==> src/rtl/dring_pkg.sv <==
package dring_pkg;

   localparam int unsigned DESC_WORDS = 4;
   localparam int unsigned WORD_W     = 32;

   // flag bit positions in descriptor word 0
   localparam int unsigned FL_OWN  = 0;
   localparam int unsigned FL_BYP  = 2;
   localparam int unsigned FL_ZLP  = 6;
   localparam int unsigned FL_NTFY = 7;

   // word indices inside a descriptor
   localparam int unsigned WI_FLAGS = 0;
   localparam int unsigned WI_NEXT  = 1;
   localparam int unsigned WI_BUF   = 2;
   localparam int unsigned WI_LEN   = 3;

   typedef enum logic [3:0] {
      ST_IDLE,
      ST_FETCH,
      ST_EVAL,
      ST_XFER,
      ST_WB_LEN,
      ST_WB_FLG,
      ST_NEXT,
      ST_PARK,
      ST_HALT
   } walk_st_e;

endpackage

==> src/rtl/dring_layout.sv <==
module dring_layout #(
   parameter int unsigned LEG_W   = 16,
   parameter int unsigned EXT_W   = 20,
   parameter bit          HAS_EXT = 1'b1
) (
   input  logic             ext_layout,
   input  logic             is_tx,
   input  logic [EXT_W-1:0] w0_top,
   input  logic [31:0]      w3,
   input  logic [EXT_W-1:0] actual,
   output logic [EXT_W-1:0] xfer_len,
   output logic             len_blocked,
   output logic [31:0]      w3_merged
);

   logic use_ext;

   if (LEG_W < 1 || LEG_W > EXT_W) begin : g_bad_leg
      $error("dring_layout: LEG_W must be in 1..EXT_W");
   end
   if (EXT_W > 24) begin : g_bad_ext
      $error("dring_layout: EXT_W may not reach the flag byte");
   end

   if (HAS_EXT) begin : g_ext
      assign use_ext = ext_layout;
   end else begin : g_leg_only
      assign use_ext = 1'b0;
   end

   logic [EXT_W-1:0] tx_len;
   logic [EXT_W-1:0] rx_size;

   always_comb begin
      if (use_ext) begin
         tx_len    = w3[EXT_W-1:0];
         rx_size   = w0_top;
         w3_merged = {w3[31:EXT_W], actual};
      end else begin
         tx_len    = EXT_W'(w3[LEG_W-1:0]);
         rx_size   = EXT_W'(w0_top[EXT_W-1 -: LEG_W]);
         w3_merged = {w3[31:LEG_W], actual[LEG_W-1:0]};
      end
      xfer_len    = is_tx ? tx_len : rx_size;
      len_blocked = is_tx && !use_ext && (w3[LEG_W-1:0] == '0);
   end

endmodule

==> src/rtl/dring_walker.sv <==
module dring_walker
   import dring_pkg::*;
#(
   parameter int unsigned ADDR_W = 32,
   parameter int unsigned LEN_W  = 20
) (
   input  logic              clk,
   input  logic              rst_n,
   input  logic [ADDR_W-1:0] cfg_start_addr,
   input  logic              cmd_start,
   input  logic              cmd_stop,
   input  logic              cmd_resume,
   output logic              q_active,
   output logic              q_halted,
   output logic [ADDR_W-1:0] cur_ptr,
   output logic              mem_req,
   output logic              mem_we,
   output logic [ADDR_W-1:0] mem_addr,
   output logic [31:0]       mem_wdata,
   input  logic [31:0]       mem_rdata,
   output logic              xfer_req,
   output logic [31:0]       xfer_buf,
   output logic              xfer_zlp,
   input  logic              xfer_done,
   input  logic              xfer_err,
   input  logic [LEN_W-1:0]  xfer_actual,
   output logic              done_pulse,
   output logic [31:0]       desc_w0,
   output logic [31:0]       desc_w3,
   output logic [LEN_W-1:0]  act_len,
   input  logic              len_blocked,
   input  logic [31:0]       w3_merged
);

   localparam int unsigned IDX_W    = $clog2(DESC_WORDS + 1);
   localparam logic [31:0] OWN_MASK = 32'(1) << FL_OWN;

   if (ADDR_W < 8 || ADDR_W > 32) begin : g_bad_aw
      $error("dring_walker: ADDR_W must be in 8..32");
   end

   walk_st_e           st;
   logic [IDX_W-1:0]   rd_idx;
   logic [31:0]        dw [DESC_WORDS];
   logic               stop_pend;

   assign desc_w0 = dw[WI_FLAGS];
   assign desc_w3 = dw[WI_LEN];
   assign xfer_buf = dw[WI_BUF];
   assign xfer_zlp = dw[WI_FLAGS][FL_ZLP];
   assign xfer_req = (st == ST_XFER);
   assign done_pulse = (st == ST_NEXT) &&
                       (dw[WI_FLAGS][FL_NTFY] || dw[WI_FLAGS][FL_BYP]);

   // memory port
   always_comb begin
      mem_req   = 1'b0;
      mem_we    = 1'b0;
      mem_addr  = cur_ptr;
      mem_wdata = '0;
      unique case (st)
         ST_FETCH: begin
            if (rd_idx < IDX_W'(DESC_WORDS)) begin
               mem_req  = 1'b1;
               mem_addr = cur_ptr + ADDR_W'({rd_idx, 2'b00});
            end
         end
         ST_WB_LEN: begin
            mem_req   = 1'b1;
            mem_we    = 1'b1;
            mem_addr  = cur_ptr + ADDR_W'(WI_LEN * 4);
            mem_wdata = w3_merged;
         end
         ST_WB_FLG: begin
            mem_req   = 1'b1;
            mem_we    = 1'b1;
            mem_wdata = dw[WI_FLAGS] & ~OWN_MASK;
         end
         default: ;
      endcase
   end

   // word capture, one cycle after each read
   for (genvar gi = 0; gi < DESC_WORDS; gi++) begin : g_cap
      always_ff @(posedge clk) begin
         if (!rst_n) begin
            dw[gi] <= '0;
         end else if (st == ST_FETCH && rd_idx == IDX_W'(gi + 1)) begin
            dw[gi] <= mem_rdata;
         end
      end
   end

   always_ff @(posedge clk) begin
      if (!rst_n) begin
         st        <= ST_IDLE;
         rd_idx    <= '0;
         cur_ptr   <= '0;
         q_active  <= 1'b0;
         q_halted  <= 1'b0;
         stop_pend <= 1'b0;
         act_len   <= '0;
      end else begin
         if (cmd_stop && q_active) begin
            stop_pend <= 1'b1;
         end
         unique case (st)
            ST_IDLE: begin
               stop_pend <= 1'b0;
               if (cmd_start) begin
                  cur_ptr  <= cfg_start_addr;
                  q_active <= 1'b1;
                  rd_idx   <= '0;
                  st       <= ST_FETCH;
               end
            end
            ST_FETCH: begin
               if (rd_idx == IDX_W'(DESC_WORDS)) begin
                  rd_idx <= '0;
                  st     <= ST_EVAL;
               end else begin
                  rd_idx <= rd_idx + 1'b1;
               end
            end
            ST_EVAL: begin
               if (!dw[WI_FLAGS][FL_OWN]) begin
                  st <= ST_PARK;
               end else if (dw[WI_FLAGS][FL_BYP]) begin
                  st <= ST_WB_FLG;
               end else if (len_blocked) begin
                  q_halted <= 1'b1;
                  st       <= ST_HALT;
               end else begin
                  st <= ST_XFER;
               end
            end
            ST_XFER: begin
               if (xfer_done) begin
                  if (xfer_err) begin
                     q_halted <= 1'b1;
                     st       <= ST_HALT;
                  end else begin
                     act_len <= xfer_actual;
                     st      <= ST_WB_LEN;
                  end
               end
            end
            ST_WB_LEN: st <= ST_WB_FLG;
            ST_WB_FLG: st <= ST_NEXT;
            ST_NEXT: begin
               cur_ptr <= dw[WI_NEXT][ADDR_W-1:0];
               if (stop_pend || cmd_stop) begin
                  q_active  <= 1'b0;
                  stop_pend <= 1'b0;
                  st        <= ST_IDLE;
               end else begin
                  st <= ST_FETCH;
               end
            end
            ST_PARK, ST_HALT: begin
               if (stop_pend || cmd_stop) begin
                  q_active  <= 1'b0;
                  q_halted  <= 1'b0;
                  stop_pend <= 1'b0;
                  st        <= ST_IDLE;
               end else if (cmd_resume) begin
                  q_halted <= 1'b0;
                  rd_idx   <= '0;
                  st       <= ST_FETCH;
               end
            end
            default: st <= ST_IDLE;
         endcase
      end
   end

   // start while active leaves the pointer alone
   a_r2_start_ignored: assert property (@(posedge clk) disable iff (!rst_n)
      q_active && cmd_start && st != ST_NEXT |=> cur_ptr == $past(cur_ptr));

   // only an owned, non-bypassed descriptor reaches the mover
   a_r4_owned_only: assert property (@(posedge clk) disable iff (!rst_n)
      xfer_req |-> dw[WI_FLAGS][FL_OWN] && !dw[WI_FLAGS][FL_BYP]);

   // a good completion is followed by a write to memory
   a_r6_writeback: assert property (@(posedge clk) disable iff (!rst_n)
      xfer_req && xfer_done && !xfer_err |=> mem_req && mem_we);

   // halted implies the queue is still active
   a_r7_halt_active: assert property (@(posedge clk) disable iff (!rst_n)
      q_halted |-> q_active);

   // a request in flight is held until its done
   a_r11_xfer_hold: assert property (@(posedge clk) disable iff (!rst_n)
      xfer_req && !xfer_done |=> xfer_req);

   // stop while parked or halted takes effect at once
   a_r11_park_stop: assert property (@(posedge clk) disable iff (!rst_n)
      (st == ST_PARK || st == ST_HALT) && cmd_stop |=> !q_active);

   // a write is always a request
   a_r3_we_req: assert property (@(posedge clk) disable iff (!rst_n)
      mem_we |-> mem_req);

endmodule

==> src/rtl/dring_qeng.sv <==
module dring_qeng #(
   parameter int unsigned ADDR_W  = 32,
   parameter int unsigned LEG_W   = 16,
   parameter int unsigned EXT_W   = 20,
   parameter bit          HAS_EXT = 1'b1
) (
   input  logic              clk,
   input  logic              rst_n,
   input  logic              ext_layout,
   input  logic              q_is_tx,
   input  logic [ADDR_W-1:0] cfg_start_addr,
   input  logic              cmd_start,
   input  logic              cmd_stop,
   input  logic              cmd_resume,
   output logic              q_active,
   output logic              q_halted,
   output logic [ADDR_W-1:0] cur_ptr,
   output logic              mem_req,
   output logic              mem_we,
   output logic [ADDR_W-1:0] mem_addr,
   output logic [31:0]       mem_wdata,
   input  logic [31:0]       mem_rdata,
   output logic              xfer_req,
   output logic [31:0]       xfer_buf,
   output logic [EXT_W-1:0]  xfer_len,
   output logic              xfer_zlp,
   input  logic              xfer_done,
   input  logic              xfer_err,
   input  logic [EXT_W-1:0]  xfer_actual,
   output logic              done_tx,
   output logic              done_rx
);

   logic              done_pulse;
   logic [31:0]       desc_w0;
   logic [31:0]       desc_w3;
   logic [EXT_W-1:0]  act_len;
   logic              len_blocked;
   logic [31:0]       w3_merged;

   dring_walker #(
      .ADDR_W (ADDR_W),
      .LEN_W  (EXT_W)
   ) u_walk (
      .clk            (clk),
      .rst_n          (rst_n),
      .cfg_start_addr (cfg_start_addr),
      .cmd_start      (cmd_start),
      .cmd_stop       (cmd_stop),
      .cmd_resume     (cmd_resume),
      .q_active       (q_active),
      .q_halted       (q_halted),
      .cur_ptr        (cur_ptr),
      .mem_req        (mem_req),
      .mem_we         (mem_we),
      .mem_addr       (mem_addr),
      .mem_wdata      (mem_wdata),
      .mem_rdata      (mem_rdata),
      .xfer_req       (xfer_req),
      .xfer_buf       (xfer_buf),
      .xfer_zlp       (xfer_zlp),
      .xfer_done      (xfer_done),
      .xfer_err       (xfer_err),
      .xfer_actual    (xfer_actual),
      .done_pulse     (done_pulse),
      .desc_w0        (desc_w0),
      .desc_w3        (desc_w3),
      .act_len        (act_len),
      .len_blocked    (len_blocked),
      .w3_merged      (w3_merged)
   );

   dring_layout #(
      .LEG_W   (LEG_W),
      .EXT_W   (EXT_W),
      .HAS_EXT (HAS_EXT)
   ) u_lay (
      .ext_layout  (ext_layout),
      .is_tx       (q_is_tx),
      .w0_top      (desc_w0[31 -: EXT_W]),
      .w3          (desc_w3),
      .actual      (act_len),
      .xfer_len    (xfer_len),
      .len_blocked (len_blocked),
      .w3_merged   (w3_merged)
   );

   assign done_tx = done_pulse && q_is_tx;
   assign done_rx = done_pulse && !q_is_tx;

   // legacy empty sends never reach the mover
   a_r9_no_empty_send: assert property (@(posedge clk) disable iff (!rst_n)
      xfer_req && q_is_tx && !(HAS_EXT && ext_layout) |-> xfer_len != '0);

   // the two completion pulses never coincide
   a_r10_one_dir: assert property (@(posedge clk) disable iff (!rst_n)
      $onehot0({done_tx, done_rx}));

   // nothing is requested while inactive
   a_r1_idle_quiet: assert property (@(posedge clk) disable iff (!rst_n)
      !q_active |-> !xfer_req && !mem_req);

endmodule

==> config.mk <==
export PLATFORM = sky130hd
export DESIGN_NAME = dring_qeng
export DESIGN_NICKNAME = d
export VERILOG_FILES = /design/src/rtl/dring_pkg.sv /design/src/rtl/dring_layout.sv /design/src/rtl/dring_walker.sv /design/src/rtl/dring_qeng.sv
export SDC_FILE = /design/constraint.sdc
export NUM_CORES = 1
export LEC_CHECK = 0
export BUFFER_PORTS_ARGS = -buffer_cell sky130_fd_sc_hd__buf_2
export CORE_ASPECT_RATIO = 0.6
export CORE_MARGIN = 4
export CORE_UTILIZATION = 53
export DETAILED_ROUTE_END_ITERATION = 7
export PLACE_DENSITY = 0.9
export SETUP_SLACK_MARGIN = 0.3
export SYNTH_ARGS = -nofsm -noshare
export SYNTH_HDL_FRONTEND = slang
export SYNTH_SLANG_ARGS = --single-unit
==> constraint.sdc <==
create_clock -name clk -period 4.19 [get_ports clk]
set_input_delay 0.6285 -clock clk [delete_from_list [all_inputs] [get_ports clk]]
set_output_delay 0.6285 -clock clk [all_outputs]
set_load 0.02 [all_outputs]
==> flow_summary_export.csv, run 1 <==
group,metric,value,unit
floorplanning,die-area,19600,um^2
worst_hold_path,worstHoldPathCells,3,
floorplanning,rows,36,
worst_setup_path,r2r-end,"u_walk.dw[0][22]",
timing,whs,0.433,ns
worst_setup_path,r2r_slack,1.46,ns
synth,ys_warn_count,0,
timing,slew_headroom,17.1,%
worst_setup_path,r2r-start,"u_walk.st[0]",
timing,worst_pin_slew,1.24,ns
timing,hold_violations,0,
worst_hold_path,holdPathEnd,"u_walk.act_len[9]",
timing,period_minus_slack,3.68,ns
cts,cts_sinks,190,
synth,synth_top_area_cell,"edfxtp_1",
power_and_ir_drop,power.density,484,nW/um^2
floorplanning,ioPinCount,249,
timing,fin_skew,0.0163,ns
worst_setup_path,startpoint_type,"flip-flop",
synth,synth_edf_count,128,
worst_setup_path,crit_type,"reg2out",
worst_hold_path,hold_path.class,"in2reg",
power_and_ir_drop,internal_power,3.57,mW
synth,synth_area,9200,um^2
cts,cts_tree,"built",
global_routing,antenna_found_initial,3,
timing,slew_viol_final,0,
route,vias,7648,
cells_and_area,final_common_cell,"buf_2",
cts,numCtsBuffers,17,
timing,timing.fmax,272,MHz
synth,netlist_instances,849,
power_and_ir_drop,p_switching,1.87,mW
global_routing,track_usage,27.3,%
route,drt-pass1-iter-count,5,
floorplanning,start_util,55.4,%
place,place_congestion,0.959,
place,dp_hpwl,19.5,mm
cts,cts.clk_slew.worst_paths,0.08,ns
route,wl_per_cell,20.7,um
cts,cts.path.max_buffers,2,
route,drt_iter0_markers,835,
floorplanning,dieWidth,178,um
timing,setup_viol,0,
floorplanning,die_h,110,um
place,dpl.cell_count,1277,
route,drc,0,
cells_and_area,finalInstanceArea,11200,um^2
synth,synth_nets,952,
timing,setup-tns-final,0,ns
global_routing,grt_pass1_vias,7278,
cells_and_area,final_cell_mix,"248 x buf_2, 131 x and2_1, 128 x edfxtp_1",
cells_and_area,layout-drive-gt1-share,28.5,%
cells_and_area,fin_cells,1309,
power_and_ir_drop,combPwrFrac,24.7,%
power_and_ir_drop,p_leak,4.91,nW
route,detail-route-antenna-nets,0,
synth,async_reset_ff_share,0,%
place,port_buffers,248,
timing,rsz0062_at_grt,"false",
power_and_ir_drop,seqPwrFrac,44.3,%
worst_hold_path,min_from,"xfer_actual[9]",
cells_and_area,nets,1171,
cts,clk_latency,0.43,ns
power_and_ir_drop,power,5.44,mW
job,max-cap-violations,0,
power_and_ir_drop,ir_worst_vdd,237,uV
timing,fin_crit_sh,87.7,%
power_and_ir_drop,power_frac_clock,31.0,%
global_routing,overflow,0,
cts,cts_root_buf,"clkbuf_16",
synth,synth_seq_cells,190,
worst_setup_path,worstPathArrival,3.05,ns
cells_and_area,seq_area,5090,um^2
route,drt_wl_total,27.0,mm
cts,cts_max_level,4,
synth,synthDistinctLibCells,60,
status,status,"finished, final reports clean",
place,place_area,10600,um^2
floorplanning,core,16600,um^2
route,routed_via_density,5.84,
synth,synthFlopType,"edfxtp_1",
synth,synthTopCellsByArea,"edfxtp_1 42%, dfxtp_1 13%, and2_1 8.9%",
worst_setup_path,worstPathMaxFanout,17,
cells_and_area,diodes,0,
cells_and_area,synthToLayoutAreaGrowth,22.0,%
synth,yosysTopAreaCellShare,41.8,%
synth,avgSynthCellArea,10.8,um^2
worst_setup_path,end_kind,"output port",
cells_and_area,fill_cells,1270,
global_routing,grt_first_pass_wirelength,40.9,mm
worst_setup_path,worst-r2r-cell-count,2,
cells_and_area,multi_input_area,3870,um^2
worst_setup_path,cp.required,3.56,ns
synth,ys_seq_area_share,55.3,%
global_routing,grt_max_degree,65,
power_and_ir_drop,p_sw_share,34.4,%
how the worst max path moves through the flow:
stage,cells after the start,slack (ns),endpoint,from
2_1_floorplan,4,0.33,u_walk.dw[3][0],u_walk.st[3]
3_3_place_gp,6,1.07,mem_addr[28],u_walk.st[2]
3_5_place_dp,6,0.87,mem_addr[18],u_walk.st[2]
4_1_cts,6,0.40,mem_addr[18],u_walk.st[2]
5_1_grt,6,0.36,mem_addr[18],u_walk.st[0]
6_report,6,0.51,mem_addr[18],u_walk.st[0]
metal layers:
metal | GRT usage (%) | vias up | wire, um
met4 | 6.95 | 6 | 580
li1 | - | 3467 | -
met1 | 39.8 | 3672 | 11400
met3 | 7.29 | 57 | 3010
met2 | 41.0 | 446 | 12000
met5 | 0.260 | - | 34
critical path, stage by stage, from the launching register on:
cell and delay (ns):
dfxtp_1 0.64, or4b_1 0.73, nor4b_4 0.33, or2_1 0.40, nand3_1 0.15, xnor2_1 0.17
buf_2 0.19
registers in the layout, indices dropped and copies added, names as in the netlist:
signal / count
u_walk.stop_pend: 1
u_walk.act_len: 20
u_walk.cur_ptr: 32
u_walk.q_halted: 1
u_walk.rd_idx: 3
u_walk.q_active: 1
u_walk.st: 4
u_walk.dw: 128
power groups by stage:
stage,Clock (mW),Combinational (mW),Sequential [mW]
final,1.69,1.34,2.41
after global routing,1.80,1.44,2.43
after CTS,1.71,1.33,2.40
after detailed placement,0,1.33,2.44
after global placement,0,1.30,2.43
after floorplan,0,0.822,2.46
cells in the mapped netlist (all sizes together), types with 6 or more instances:
| cell type | n |
|---|---|
| xor2 | 6 |
| nor2 | 61 |
| nor3 | 8 |
| buf | 14 |
| xnor2 | 20 |
| clkbuf | 44 |
| and3 | 7 |
| inv | 8 |
| nand2 | 84 |
| o21ai | 32 |
| edfxtp | 128 |
| nand4 | 10 |
| a21oi | 30 |
| and2 | 131 |
| a211oi | 34 |
| ha | 9 |
| nand3 | 14 |
| a22o | 28 |
| dfxtp | 62 |
| nor2b | 7 |
| mux2i | 56 |
metrics by stage:
step | worst slack [ns] | utilization (%)
finish | 0.514 | 67.5
global route | 0.357 | 67.5
global placement | 1.07 | 63.7
floorplan | 0.334 | -
CTS | 0.402 | 67.5
detailed placement | 0.873 | 63.7
area by class of cell:
cell class	instances	area share, %
Clock buffer	18	3.91
Clock inverter	14	1.71
Inverter	9	0.301
Multi-Input combinational cell	592	34.5
Sequential cell	190	45.3
Tap cell	228	2.54
Timing Repair Buffer	258	11.7
cell families after synthesis:
family | share of synthesized area, %
AO/OA/AOI/OAI | 10.9
XOR/XNOR | 2.48
adder cells (fa/ha/maj) | 1.44
buffers and inverters | 3.09
flip-flops | 55.3
multiplexers | 6.34
AND/OR/NAND/NOR | 20.5
timing repair:
item                       in CTS  in global routing
hold endpoints to repair        0                  0
setup buffers                   0                  0
hold buffers                    0                  0
setup endpoints to repair       0                  8
gates resized for setup         0                  2
(Power assumes the default switching activity.)
==> run 2, diff against run 1 <==
--- a/config.mk
+++ b/config.mk
@@ -8,9 +8,9 @@
 export BUFFER_PORTS_ARGS = -buffer_cell sky130_fd_sc_hd__buf_2
 export CORE_ASPECT_RATIO = 0.6
 export CORE_MARGIN = 4
-export CORE_UTILIZATION = 53
+export CORE_UTILIZATION = 48
 export DETAILED_ROUTE_END_ITERATION = 7
-export PLACE_DENSITY = 0.9
+export PLACE_DENSITY = 0.87
 export SETUP_SLACK_MARGIN = 0.3
 export SYNTH_ARGS = -nofsm -noshare
 export SYNTH_HDL_FRONTEND = slang
==> constraint.sdc (replaced) <==
create_clock -name clk -period 3.1 [get_ports clk]
set_input_delay 0.465 -clock clk [delete_from_list [all_inputs] [get_ports clk]]
set_output_delay 0.465 -clock clk [all_outputs]
set_load 0.02 [all_outputs]
==> run 2 against run 1 <==
Sequential power is 34% higher. Clock skew decreased by 0.0044 ns. First-iteration DRC count down 1.7%. Largest cell class unchanged. Register-to-register slack worse by 0.92 ns. Sequential cell count unchanged. Final cell count is 4.2% higher. Setup slack worse by 0.35 ns. Via count is 2.4% higher. Non-clock buffer count increased by 41. Die area rose by 9.8%.
==> flow_summary_export.csv, run 2 (synthesized netlist as in run 1, its figures left out) <==
group,metric,value,unit
worst_setup_path,end_kind,"output port",
timing,rsz0062_at_grt,"true",
cts,cts_hold_buf,0,
cells_and_area,finalInstanceArea,11800,um^2
status,status,"finished, final reports clean",
cells_and_area,seq_area,5130,um^2
place,place_congestion,0.948,
cells_and_area,layout-drive-gt1-share,34.2,%
worst_hold_path,holdPathEnd,"u_walk.act_len[16]",
place,place_ws,0.297,ns
worst_hold_path,worstHoldPathCells,3,
cells_and_area,multi_input_area,4050,um^2
timing,fin_skew,0.0119,ns
cts,numCtsBuffers,17,
timing,worst_pin_slew,1.13,ns
timing,timing.fmax,341,MHz
cells_and_area,final_common_cell,"buf_2",
cts,cts_tree,"built",
route,drt_wl_total,28.9,mm
timing,slew_headroom,24.5,%
floorplanning,die_h,115,um
worst_setup_path,startpoint_type,"flip-flop",
cells_and_area,fin_cells,1364,
route,drt_iter0_markers,821,
cells_and_area,fill_cells,1492,
floorplanning,die-area,21500,um^2
global_routing,grt_max_degree,65,
global_routing,antenna_found_initial,1,
worst_setup_path,r2r_slack,0.54,ns
cts,cts.clk_slew.worst_paths,0.07,ns
cells_and_area,largest_register,"u_walk.dw",
route,detail-route-antenna-nets,0,
route,routed_via_density,5.74,
worst_setup_path,crit_type,"reg2out",
power_and_ir_drop,p_leak,5.14,nW
floorplanning,ioPinCount,249,
worst_setup_path,r2r-end,"u_walk.cur_ptr[22]",
global_routing,grt_first_pass_wirelength,43.2,mm
cts,cts_sinks,190,
timing,setup-tns-final,0,ns
cells_and_area,synthToLayoutAreaGrowth,28.4,%
cts,cts_root_buf,"clkbuf_16",
global_routing,overflow,0,
job,max-cap-violations,0,
place,place_area,10700,um^2
worst_hold_path,hold_path.class,"in2reg",
power_and_ir_drop,ir_worst_vdd,338,uV
place,port_buffers,248,
floorplanning,core,18400,um^2
floorplanning,rows,38,
floorplanning,start_util,49.9,%
cells_and_area,largest_register_ffs,128,
worst_setup_path,worstPathMaxFanout,6,
worst_setup_path,r2r-start,"u_walk.st[0]",
global_routing,track_usage,25.9,%
cts,clk_latency,0.43,ns
worst_hold_path,min_from,"xfer_actual[16]",
timing,setup_viol,0,
place,dp_hpwl,20.5,mm
global_routing,grt_pass1_vias,7429,
route,wl_per_cell,21.2,um
power_and_ir_drop,power.density,632,nW/um^2
route,drc,0,
route,highest_layer,"met4",
timing,layout_setup_ws,0.169,ns
timing,fin_crit_sh,94.5,%
route,wl_met1,12.9,mm
route,met3_length,2.75,mm
worst_setup_path,worstPathArrival,2.47,ns
power_and_ir_drop,power,7.47,mW
route,vias,7832,
route,wl_met2,12.8,mm
cts,cts_max_level,4,
place,dpl.cell_count,1305,
cells_and_area,nets,1212,
route,drt-pass1-iter-count,5,
timing,hold_violations,0,
timing,slew_viol_final,0,
timing,whs,0.274,ns
cells_and_area,largestRegisters,"u_walk.dw (128), u_walk.cur_ptr (32), u_walk.act_len (20)",
worst_setup_path,cp.required,2.63,ns
worst_setup_path,worst-r2r-cell-count,5,
cells_and_area,final_util,64.0,%
timing,period_minus_slack,2.93,ns
floorplanning,dieWidth,187,um
cells_and_area,final_cell_mix,"226 x buf_2, 131 x and2_1, 128 x edfxtp_1",
cts,cts.path.max_buffers,2,
## run 2: timing repair
action	in CTS	in global routing
setup endpoints to repair	29	26
gates resized for setup	49	40
cloned	0	0
buffers inserted	8	17
pin swaps	10	14
## run 2: layer usage
layer | GRT usage, % | vias to the layer above
li1 | - | 3571
met1 | 38.1 | 3787
met2 | 38.9 | 428
met3 | 6.80 | 46
met4 | 6.15 | 0
met5 | 0 | -
## run 2: critical path, cell delays in order (launching register included)
cell and delay (ns):
dfxtp_1 0.43, nand3_1 0.28, nor4_2 0.44, o211ai_1 0.20
nor2_1 0.22, mux2_4 0.33, buf_6 0.13
## run 2: final cells by class
cell class	instances	area share, %
Multi-Input combinational cell	592	34.3
Timing Repair Buffer	299	14.6
Clock inverter	9	0.625
Sequential cell	190	43.4
Clock buffer	23	4.24
Tap cell	240	2.54
Antenna cell	2	0.0424
Inverter	9	0.286
## run 2: how the worst max path moves through the flow
stage / from / end / slack (ns) / cells past startpoint
2_1_floorplan: u_walk.st[3] / u_walk.dw[0][0] / 0.11 / 4
3_3_place_gp: u_walk.cur_ptr[2] / mem_addr[22] / 0.40 / 8
3_5_place_dp: u_walk.cur_ptr[2] / mem_addr[22] / 0.30 / 8
4_1_cts: u_walk.st[1] / mem_addr[30] / 0.22 / 6
5_1_grt: u_walk.cur_ptr[13] / mem_addr[19] / 0.10 / 7
6_report: u_walk.cur_ptr[17] / mem_addr[30] / 0.17 / 6
## run 2: power breakdown
| group | switching [mW] | internal (mW) | total (mW) |
|---|---|---|---|
| Clock | 0.979 | 1.16 | 2.14 |
| Combinational | 1.25 | 0.850 | 2.10 |
| Sequential | 0.264 | 2.96 | 3.22 |
| Total | 2.50 | 4.97 | 7.47 |
